File: config.mk
export PLATFORM = sky130hd
export DESIGN_NAME = ivec_rx_latch
export DESIGN_NICKNAME = d
export VERILOG_FILES = /design/src/rtl/ivr_pkg.sv /design/src/rtl/ivr_edge_bank.sv /design/src/rtl/ivr_prio_pick.sv /design/src/rtl/ivr_latch_core.sv /design/src/rtl/ivec_rx_latch.sv
export SDC_FILE = /design/constraint.sdc
export NUM_CORES = 1
export LEC_CHECK = 0
export BUFFER_PORTS_ARGS = -buffer_cell sky130_fd_sc_hd__buf_2
export CAP_MARGIN = 20
export CORE_MARGIN = 2
export CORE_UTILIZATION = 50
export DETAILED_ROUTE_END_ITERATION = 8
export HOLD_SLACK_MARGIN = 0.06
export PLACE_DENSITY = 0.88
export SLEW_MARGIN = 25
export SYNTH_ARGS = -nofsm -noshare
export SYNTH_HDL_FRONTEND = slang
export SYNTH_SLANG_ARGS = --single-unit
File: constraint.sdc
create_clock -name clk -period 3.8 [get_ports clk]
set_input_delay 0.19 -clock clk [delete_from_list [all_inputs] [get_ports clk]]
set_output_delay 0.19 -clock clk [all_outputs]
set_load 0.03 [all_outputs]
File: src/rtl/ivr_pkg.sv
package ivr_pkg;
    localparam int WORD_W     = 64;
    localparam int TRAP_W     = 9;
    localparam logic [TRAP_W-1:0] VEC_TRAP = 9'h060;
    localparam logic [4:0]   MARKER   = 5'h1f;
    localparam int MARK_LSB   = 6;

    typedef struct packed {
        logic              busy;
        logic              hard;
        logic              wake;
        logic [TRAP_W-1:0] trap;
        logic [WORD_W-1:0] word0;
        logic [WORD_W-1:0] word1;
        logic [WORD_W-1:0] word2;
    } latch_state_t;
endpackage

File: src/rtl/ivr_edge_bank.sv
module ivr_edge_bank #(
    parameter int NUM_LINES = 64
) (
    input  logic                 clk,
    input  logic                 rst_n,
    input  logic [NUM_LINES-1:0] lines,
    output logic [NUM_LINES-1:0] rise,
    output logic [NUM_LINES-1:0] fall
);
    logic [NUM_LINES-1:0] prev_d, prev_q;

    assign prev_d = lines;

    for (genvar g = 0; g < NUM_LINES; g++) begin : g_line
        always_ff @(posedge clk or negedge rst_n) begin
            if (!rst_n) prev_q[g] <= 1'b0;
            else        prev_q[g] <= prev_d[g];
        end
        assign rise[g] = lines[g] & ~prev_q[g];
        assign fall[g] = ~lines[g] & prev_q[g];
    end
endmodule

File: src/rtl/ivr_prio_pick.sv
module ivr_prio_pick #(
    parameter int NUM_LINES = 64,
    parameter int NUM_W     = (NUM_LINES > 1) ? $clog2(NUM_LINES) : 1
) (
    input  logic [NUM_LINES-1:0] req,
    output logic                 valid,
    output logic [NUM_W-1:0]     idx
);
    always_comb begin
        valid = 1'b0;
        idx   = '0;
        for (int i = NUM_LINES - 1; i >= 0; i--) begin
            if (req[i]) begin
                valid = 1'b1;
                idx   = NUM_W'(i);
            end
        end
    end

    // no request below the chosen index
    logic [NUM_LINES-1:0] below_mask;
    assign below_mask = (NUM_LINES'(1) << idx) - NUM_LINES'(1);
    always_comb begin
        if (valid) begin
            p_lowest_wins_r8: assert ((req & below_mask) == '0);
        end
    end
endmodule

File: src/rtl/ivr_latch_core.sv
module ivr_latch_core
    import ivr_pkg::*;
#(
    parameter int NUM_W = 6
) (
    input  logic              clk,
    input  logic              rst_n,
    input  logic              any_rise,
    input  logic              any_fall,
    input  logic [NUM_W-1:0]  pick_idx,
    output latch_state_t      st
);
    latch_state_t st_d, st_q;

    always_comb begin
        st_d      = st_q;
        st_d.wake = 1'b0;
        if (st_q.busy && any_fall) begin
            st_d.busy = 1'b0;
            st_d.hard = 1'b0;
        end else if (!st_q.busy && any_rise) begin
            st_d.busy  = 1'b1;
            st_d.hard  = 1'b1;
            st_d.wake  = 1'b1;
            st_d.trap  = VEC_TRAP;
            st_d.word0 = '0;
            st_d.word0[MARK_LSB +: 5] = MARKER;
            st_d.word0[NUM_W-1:0]     = pick_idx;
            st_d.word1 = '0;
            st_d.word2 = '0;
        end
    end

    always_ff @(posedge clk or negedge rst_n) begin
        if (!rst_n) st_q <= '0;
        else        st_q <= st_d;
    end

    assign st = st_q;

    p_accept_sets_busy_r1: assert property (@(posedge clk) disable iff (!rst_n)
        (!st_q.busy && any_rise) |=> st_q.busy);
    p_accept_trap_r2: assert property (@(posedge clk) disable iff (!rst_n)
        (!st_q.busy && any_rise) |=> (st_q.trap == VEC_TRAP && st_q.hard));
    p_word_format_r3: assert property (@(posedge clk) disable iff (!rst_n)
        st_q.busy |-> (st_q.word0[MARK_LSB +: 5] == MARKER
                       && st_q.word1 == '0 && st_q.word2 == '0));
    p_wake_single_r4: assert property (@(posedge clk) disable iff (!rst_n)
        st_q.wake |=> !st_q.wake);
    p_ignore_busy_r5: assert property (@(posedge clk) disable iff (!rst_n)
        (st_q.busy && any_rise && !any_fall) |=> ($stable(st_q.word0) && st_q.busy));
    p_fall_clears_r6: assert property (@(posedge clk) disable iff (!rst_n)
        (st_q.busy && any_fall) |=> (!st_q.busy && !st_q.hard && $stable(st_q.word0)));
    p_idle_fall_r7: assert property (@(posedge clk) disable iff (!rst_n)
        (!st_q.busy && !any_rise) |=> (!st_q.busy && $stable(st_q.word0)));
endmodule

File: src/rtl/ivec_rx_latch.sv
module ivec_rx_latch
    import ivr_pkg::*;
#(
    parameter int NUM_LINES = 64
) (
    input  logic                 clk,
    input  logic                 rst_n,
    input  logic [NUM_LINES-1:0] vec_lines,
    output logic                 busy,
    output logic                 hard_req,
    output logic [TRAP_W-1:0]    trap_index,
    output logic [WORD_W-1:0]    vec_word0,
    output logic [WORD_W-1:0]    vec_word1,
    output logic [WORD_W-1:0]    vec_word2,
    output logic                 wake
);
    localparam int NUM_W = (NUM_LINES > 1) ? $clog2(NUM_LINES) : 1;

    logic [NUM_LINES-1:0] rise, fall;
    logic                 pick_valid;
    logic [NUM_W-1:0]     pick_idx;
    latch_state_t         st;

    ivr_edge_bank #(.NUM_LINES(NUM_LINES)) u_edges (
        .clk(clk), .rst_n(rst_n), .lines(vec_lines), .rise(rise), .fall(fall)
    );

    ivr_prio_pick #(.NUM_LINES(NUM_LINES), .NUM_W(NUM_W)) u_pick (
        .req(rise), .valid(pick_valid), .idx(pick_idx)
    );

    ivr_latch_core #(.NUM_W(NUM_W)) u_core (
        .clk(clk), .rst_n(rst_n), .any_rise(pick_valid), .any_fall(|fall),
        .pick_idx(pick_idx), .st(st)
    );

    assign busy       = st.busy;
    assign hard_req   = st.hard;
    assign trap_index = st.trap;
    assign vec_word0  = st.word0;
    assign vec_word1  = st.word1;
    assign vec_word2  = st.word2;
    assign wake       = st.wake;
endmodule

# Word-level counts from Yosys, hierarchy flattened
# Cells that the tools add are included.
[totals]
reg_bits = 75
elab_cells = 463
inputBits = 66
[classes]
bitwise = 257
muxes = 131
n_reduce_logical = 6
[op_table]
columns = ["cell", "n"]
rows = [
  ["$mux 6", 64],
  ["$mux 204", 1],
  ["$mux 202", 1],
  ["$not 1->1", 129],
  ["$and 1x1->1", 128],
  ["$mux 1", 64],
  ["$reduce_or 64->1", 1],
  ["$logic_and 1x1->1", 2],
  ["$mux 2", 1],
  ["$reduce_and 2->1", 1],
  ["$reduce_bool 2->1", 1],
  ["$logic_not 1->1", 1],
]

# Depth between registers and ports, before layout
[logic_depth]
depth_word = 69
ltp_mapped = 8

# Cells and area by module
# Synthesis repeated with hierarchy kept, for this count alone.
[hier_totals]
hier_cells = 569
hier_area_um2 = 5442.7
[modules_own_cells]
columns = ["mod", "area_per_inst_um2", "cells_each", "seq_area_each_um2", "n_inst"]
rows = [
  ["ivr_edge_bank", 2722.6, 192, 1601.5, 1],
  ["ivr_latch_core", 1818.0, 216, 225.2, 1],
  ["ivr_prio_pick", 763.2, 140, 0.0, 1],
  ["ivec_rx_latch", 138.9, 21, 0.0, 1],
]

# Worst setup path after synthesis
# Ideal clock, no wire load.
[synth_path]
path_type = "reg-to-reg"
startpoint = "register u_edges.prev_q[48]"
endpoint = "register, netlist name u_core.st[197]"
path_slack_ns = 1.740
period_less_slack_ns = 2.060
stages_incl_launch_ff = 7
arrival_ns = 1.928
path_buffers = 0
setup_ns = 0.131
path_cell_list = "dfrtp_1 nor2b_4 or4_4 or3_4 nor2b_4 a31oi_4 or3_1"
[synth_between]
elab_chain_len = 53
elab_cells_between_ends = 57
cone_classes = "49 x mux; 4 x bitwise; 4 x reduce/logical"
[synth_lines]
columns = ["element", "line", "source"]
rows = [
  ["start, declared", "ivr_edge_bank.sv:10", "logic [NUM_LINES-1:0] prev_d, prev_q;"],
  ["start signal, assigned by index", "ivr_edge_bank.sv:17", "else prev_q[g] <= prev_d[g];"],
  ["$not 1->1", "ivr_edge_bank.sv:19", "assign rise[g] = lines[g] & ~prev_q[g];"],
  ["$and 1x1->1", "ivr_edge_bank.sv:19", ""],
  ["$mux 1 (49 in a row)", "ivr_prio_pick.sv:13", "if (req[i]) begin"],
  ["$logic_and 1x1->1", "ivr_latch_core.sv:21", "end else if (!st_q.busy && any_rise) begin"],
  ["$reduce_and 2->1 (no source line) *", "--", ""],
]
# Every way passes the cells marked *; elsewhere a longest branch is shown, timed or not.
# A chain may end at the register's enable or synchronous reset.

# Final worst setup path
[layout_path]
startpoint = "input port vec_lines[48]"
endpoint = "register u_core.st_q, in the netlist u_core.st[130]"
[layout_between]
elab_chain_len = 52
elab_cells_between_ends = 106
cone_classes = "98 x mux; 4 x bitwise; 4 x reduce/logical"
[layout_lines]
columns = ["element", "line", "source"]
rows = [
  ["start, declared", "ivec_rx_latch.sv:8", "input logic [NUM_LINES-1:0] vec_lines,"],
  ["$and 1x1->1", "ivr_edge_bank.sv:19", ""],
  ["$mux 1 (49 in a row)", "ivr_prio_pick.sv:13", ""],
  ["$logic_and 1x1->1", "ivr_latch_core.sv:21", ""],
  ["$reduce_and 2->1 (no source line)", "--", ""],
  ["end signal, assigned", "ivr_latch_core.sv:36", "else st_q <= st_d;"],
  ["end, declared", "ivr_latch_core.sv:13", "latch_state_t st_d, st_q;"],
]
# Several ways; a longest one is shown, not always the timed one.

==> impl_metrics.ini <==
[synthesis]
synth-main-ff-cell = dfrtp_1
post_synthesis_register_bit_count = 73
synth_edf_count = 0
syn-mean-instance-area_um2 = 8.58
ys_async_sr_fraction = 1.00
synth_cell_types = 47
synth-warning-count = 0
synth_cells = 592
synth-seq-area-share = 0.360
synth_area_um2 = 5080

[sta]
period_needed_ns = 2.40
maximum_frequency_from_static_timing_analysis_mhz = 417
timing.slew.headroom = 0.550
grt_setup_unrepaired = no
setup_viol = 0
transition_at_the_pin_with_the_smallest_max_transition_slack_ns = 0.658
finalCritPeriodShare = 0.631
hold_viol_final = 0
skew_ns = 0.00562
final.setup.tns_ns = 0
slew_viol_final = 0
whs_ns = 0.366

[cts]
htree_num_levels = 3
clock_sinks = 73
cts_inserted_buffers = 9
postCtsResizedCells = 0
clock-root-buffer = clkbuf_8
clock_tree.buffer_depth = 2
clkTransAtPathRegs_ns = 0.08
cts_tree = built
worstSkewPairLatency_ns = 0.36

[global_route]
grt.overflow.total = 0
track_usage = 0.231
first_global_vias = 3838
grt_antenna_before_repair = 0
grt_start_max_net_pins = 46
first_pass_grt_wire_length_um = 19700

[drt]
top_layer_used = met4
drtIter0Drc = 389
post_drt_wl_per_cell_um = 14.7
met1Wirelength_um = 4760
wl_um = 13000
drt_pass1_iterations = 5
vias_per_cell = 4.64
num_vias = 4092
wl_met3_um = 1030
met2RoutedLength_um = 6670
drt.antenna.violating_nets = 0
post-route-drc-count = 0

[setup_path]
critical_path.endpoint_type = flop
setup.worst_path.start_class = primary input
crit_fanout = 10
critical_path_required_ns = 4.07
cp_arrival_ns = 2.67
setup.worst_path.class = primary input to flop

[floorplanning]
core_region_area_um2 = 9820
fp.dieW_um = 105
row_count = 36
start_util = 0.517
die_height_um = 105
floorplan.die_area_um2 = 11000
top_level_ports = 270

[placed_design]
detailedPlacementHpwl_um = 9090
dp_cells = 799
gp_congestion = 0.956
buffer_ports.inserted = 81

[cells_and_area]
final_layout_size_suffix_gt1_frac = 0.146
final_cell_count_no_fill = 881
final_core_utilization = 0.588
num-fill-cells = 877
nets = 808
layout_commonest_cell = conb_1
most-common-layout-cells = 188 x conb_1, 80 x buf_2, 73 x dfrtp_1
areaGrowthSynthToFinish_pct = 13.6

[flow_run]
drv.max_cap_violation_count = 0

[hold_path]
holdCritPathClass = primary input to asynchronous set/reset pin

[power_and_ir_drop]
power.leakage_nw = 2.99
vdd.ir_drop.worst_uv = 278
power_density_nw_per_um2 = 363
total_power_consumption_of_the_routed_design_w = 0.00209

[outcome]
status = completed
[flip-flops by register name, indices dropped and copies added (netlist names)]
signal and count:
u_core.st 9, u_edges.prev_q 64
[cells in the mapped netlist (all sizes together), types with 3 or more instances]
master	n	area share
buf	195	0.29
dfrtp	73	0.36
inv	66	0.049
nor2b	49	0.065
nor2	35	0.027
nand2	24	0.018
a21oi	23	0.023
o22ai	20	0.025
o21ai	19	0.019
nand2b	11	0.014
nor4	9	0.011
nor3	7	0.0069
nand3	6	0.0059
o31ai	6	0.0089
a221oi	4	0.0069
nand4	4	0.0049
a2111oi	3	0.0052
a211oi	3	0.0044
a311oi	3	0.0052
a31oi	3	0.0067
[through the flow]
stage	setup WS [ns]	cell area, um2
floorplan	1.74	5780
CTS	1.40	5770
global route	1.27	5770
global placement	1.65	4900
detailed placement	1.61	4900
finish	1.40	5770
[logic make-up after synthesis]
| family | share of synthesized area |
|---|---|
| buffers and inverters | 0.337 |
| other | 0.000738 |
| AO/OA/AOI/OAI | 0.132 |
| AND/OR/NAND/NOR | 0.171 |
| flip-flops | 0.360 |
[worst max-delay path, stage by stage]
cell and delay (ns):
dlygate4sd3_1 0.54, buf_2 0.14, nor2b_4 0.14, or4_4 0.53, or3_4 0.43, nor2b_4 0.15, a31oi_4 0.11, nor2_4 0.26
nand2_1 0.10, o31ai_1 0.07
[layer usage]
layer	track usage	up-vias
met1	0.266	1893
met5	0	-
met2	0.416	275
met4	0.0914	0
met3	0.0505	49
li1	-	1875
[worst paths after layout]
| path | startpoint | end | slack [ns] | cells past startpoint |
|---|---|---|---|---|
| max | vec_lines[48] | u_core.st[130]$_DFFE_PN0P_ | 1.40 | 10 |
| min | rst_n | u_edges.prev_q[37]$_DFF_PN0_ | 0.37 | 2 |
| max reg2reg | u_edges.prev_q[48]$_DFF_PN0_ | u_core.st[130]$_DFFE_PN0P_ | 1.59 | 8 |
| min reg2reg | u_core.st[129]$_DFFE_PN0P_ | u_core.st[129]$_DFFE_PN0P_ | 0.48 | 2 |
| max in group asynchronous | rst_n | u_core.st[133]$_DFFE_PN0P_ | 2.64 | 3 |
| min in group clk | u_core.st[129]$_DFFE_PN0P_ | u_core.st[129]$_DFFE_PN0P_ | 0.48 | 2 |
[area by class of cell]
cell class,instances,area (um2),share of cell area
clock buffers,11,141,0.0245
clock inverters,5,78.8,0.0137
repair buffers,147,1070,0.185
inverters,66,248,0.0429
multi-input cells,445,2240,0.388
diodes,1,2.50,0.000434
flip-flops and latches,73,1830,0.316
well taps,133,166,0.0288
[power by group]
part           internal, W  switching (W)  total (W)
Clock             0.000387       0.000300   0.000687
Sequential        0.000815      0.0000234   0.000839
Combinational     0.000146       0.000423   0.000569
[timing repair]
action / CTS / global route
endpoints found under the hold margin: 108 / 0
hold buffers: 65 / 0
setup buffers: 0 / 0
Note: power is estimated with default switching activity, not from simulation.
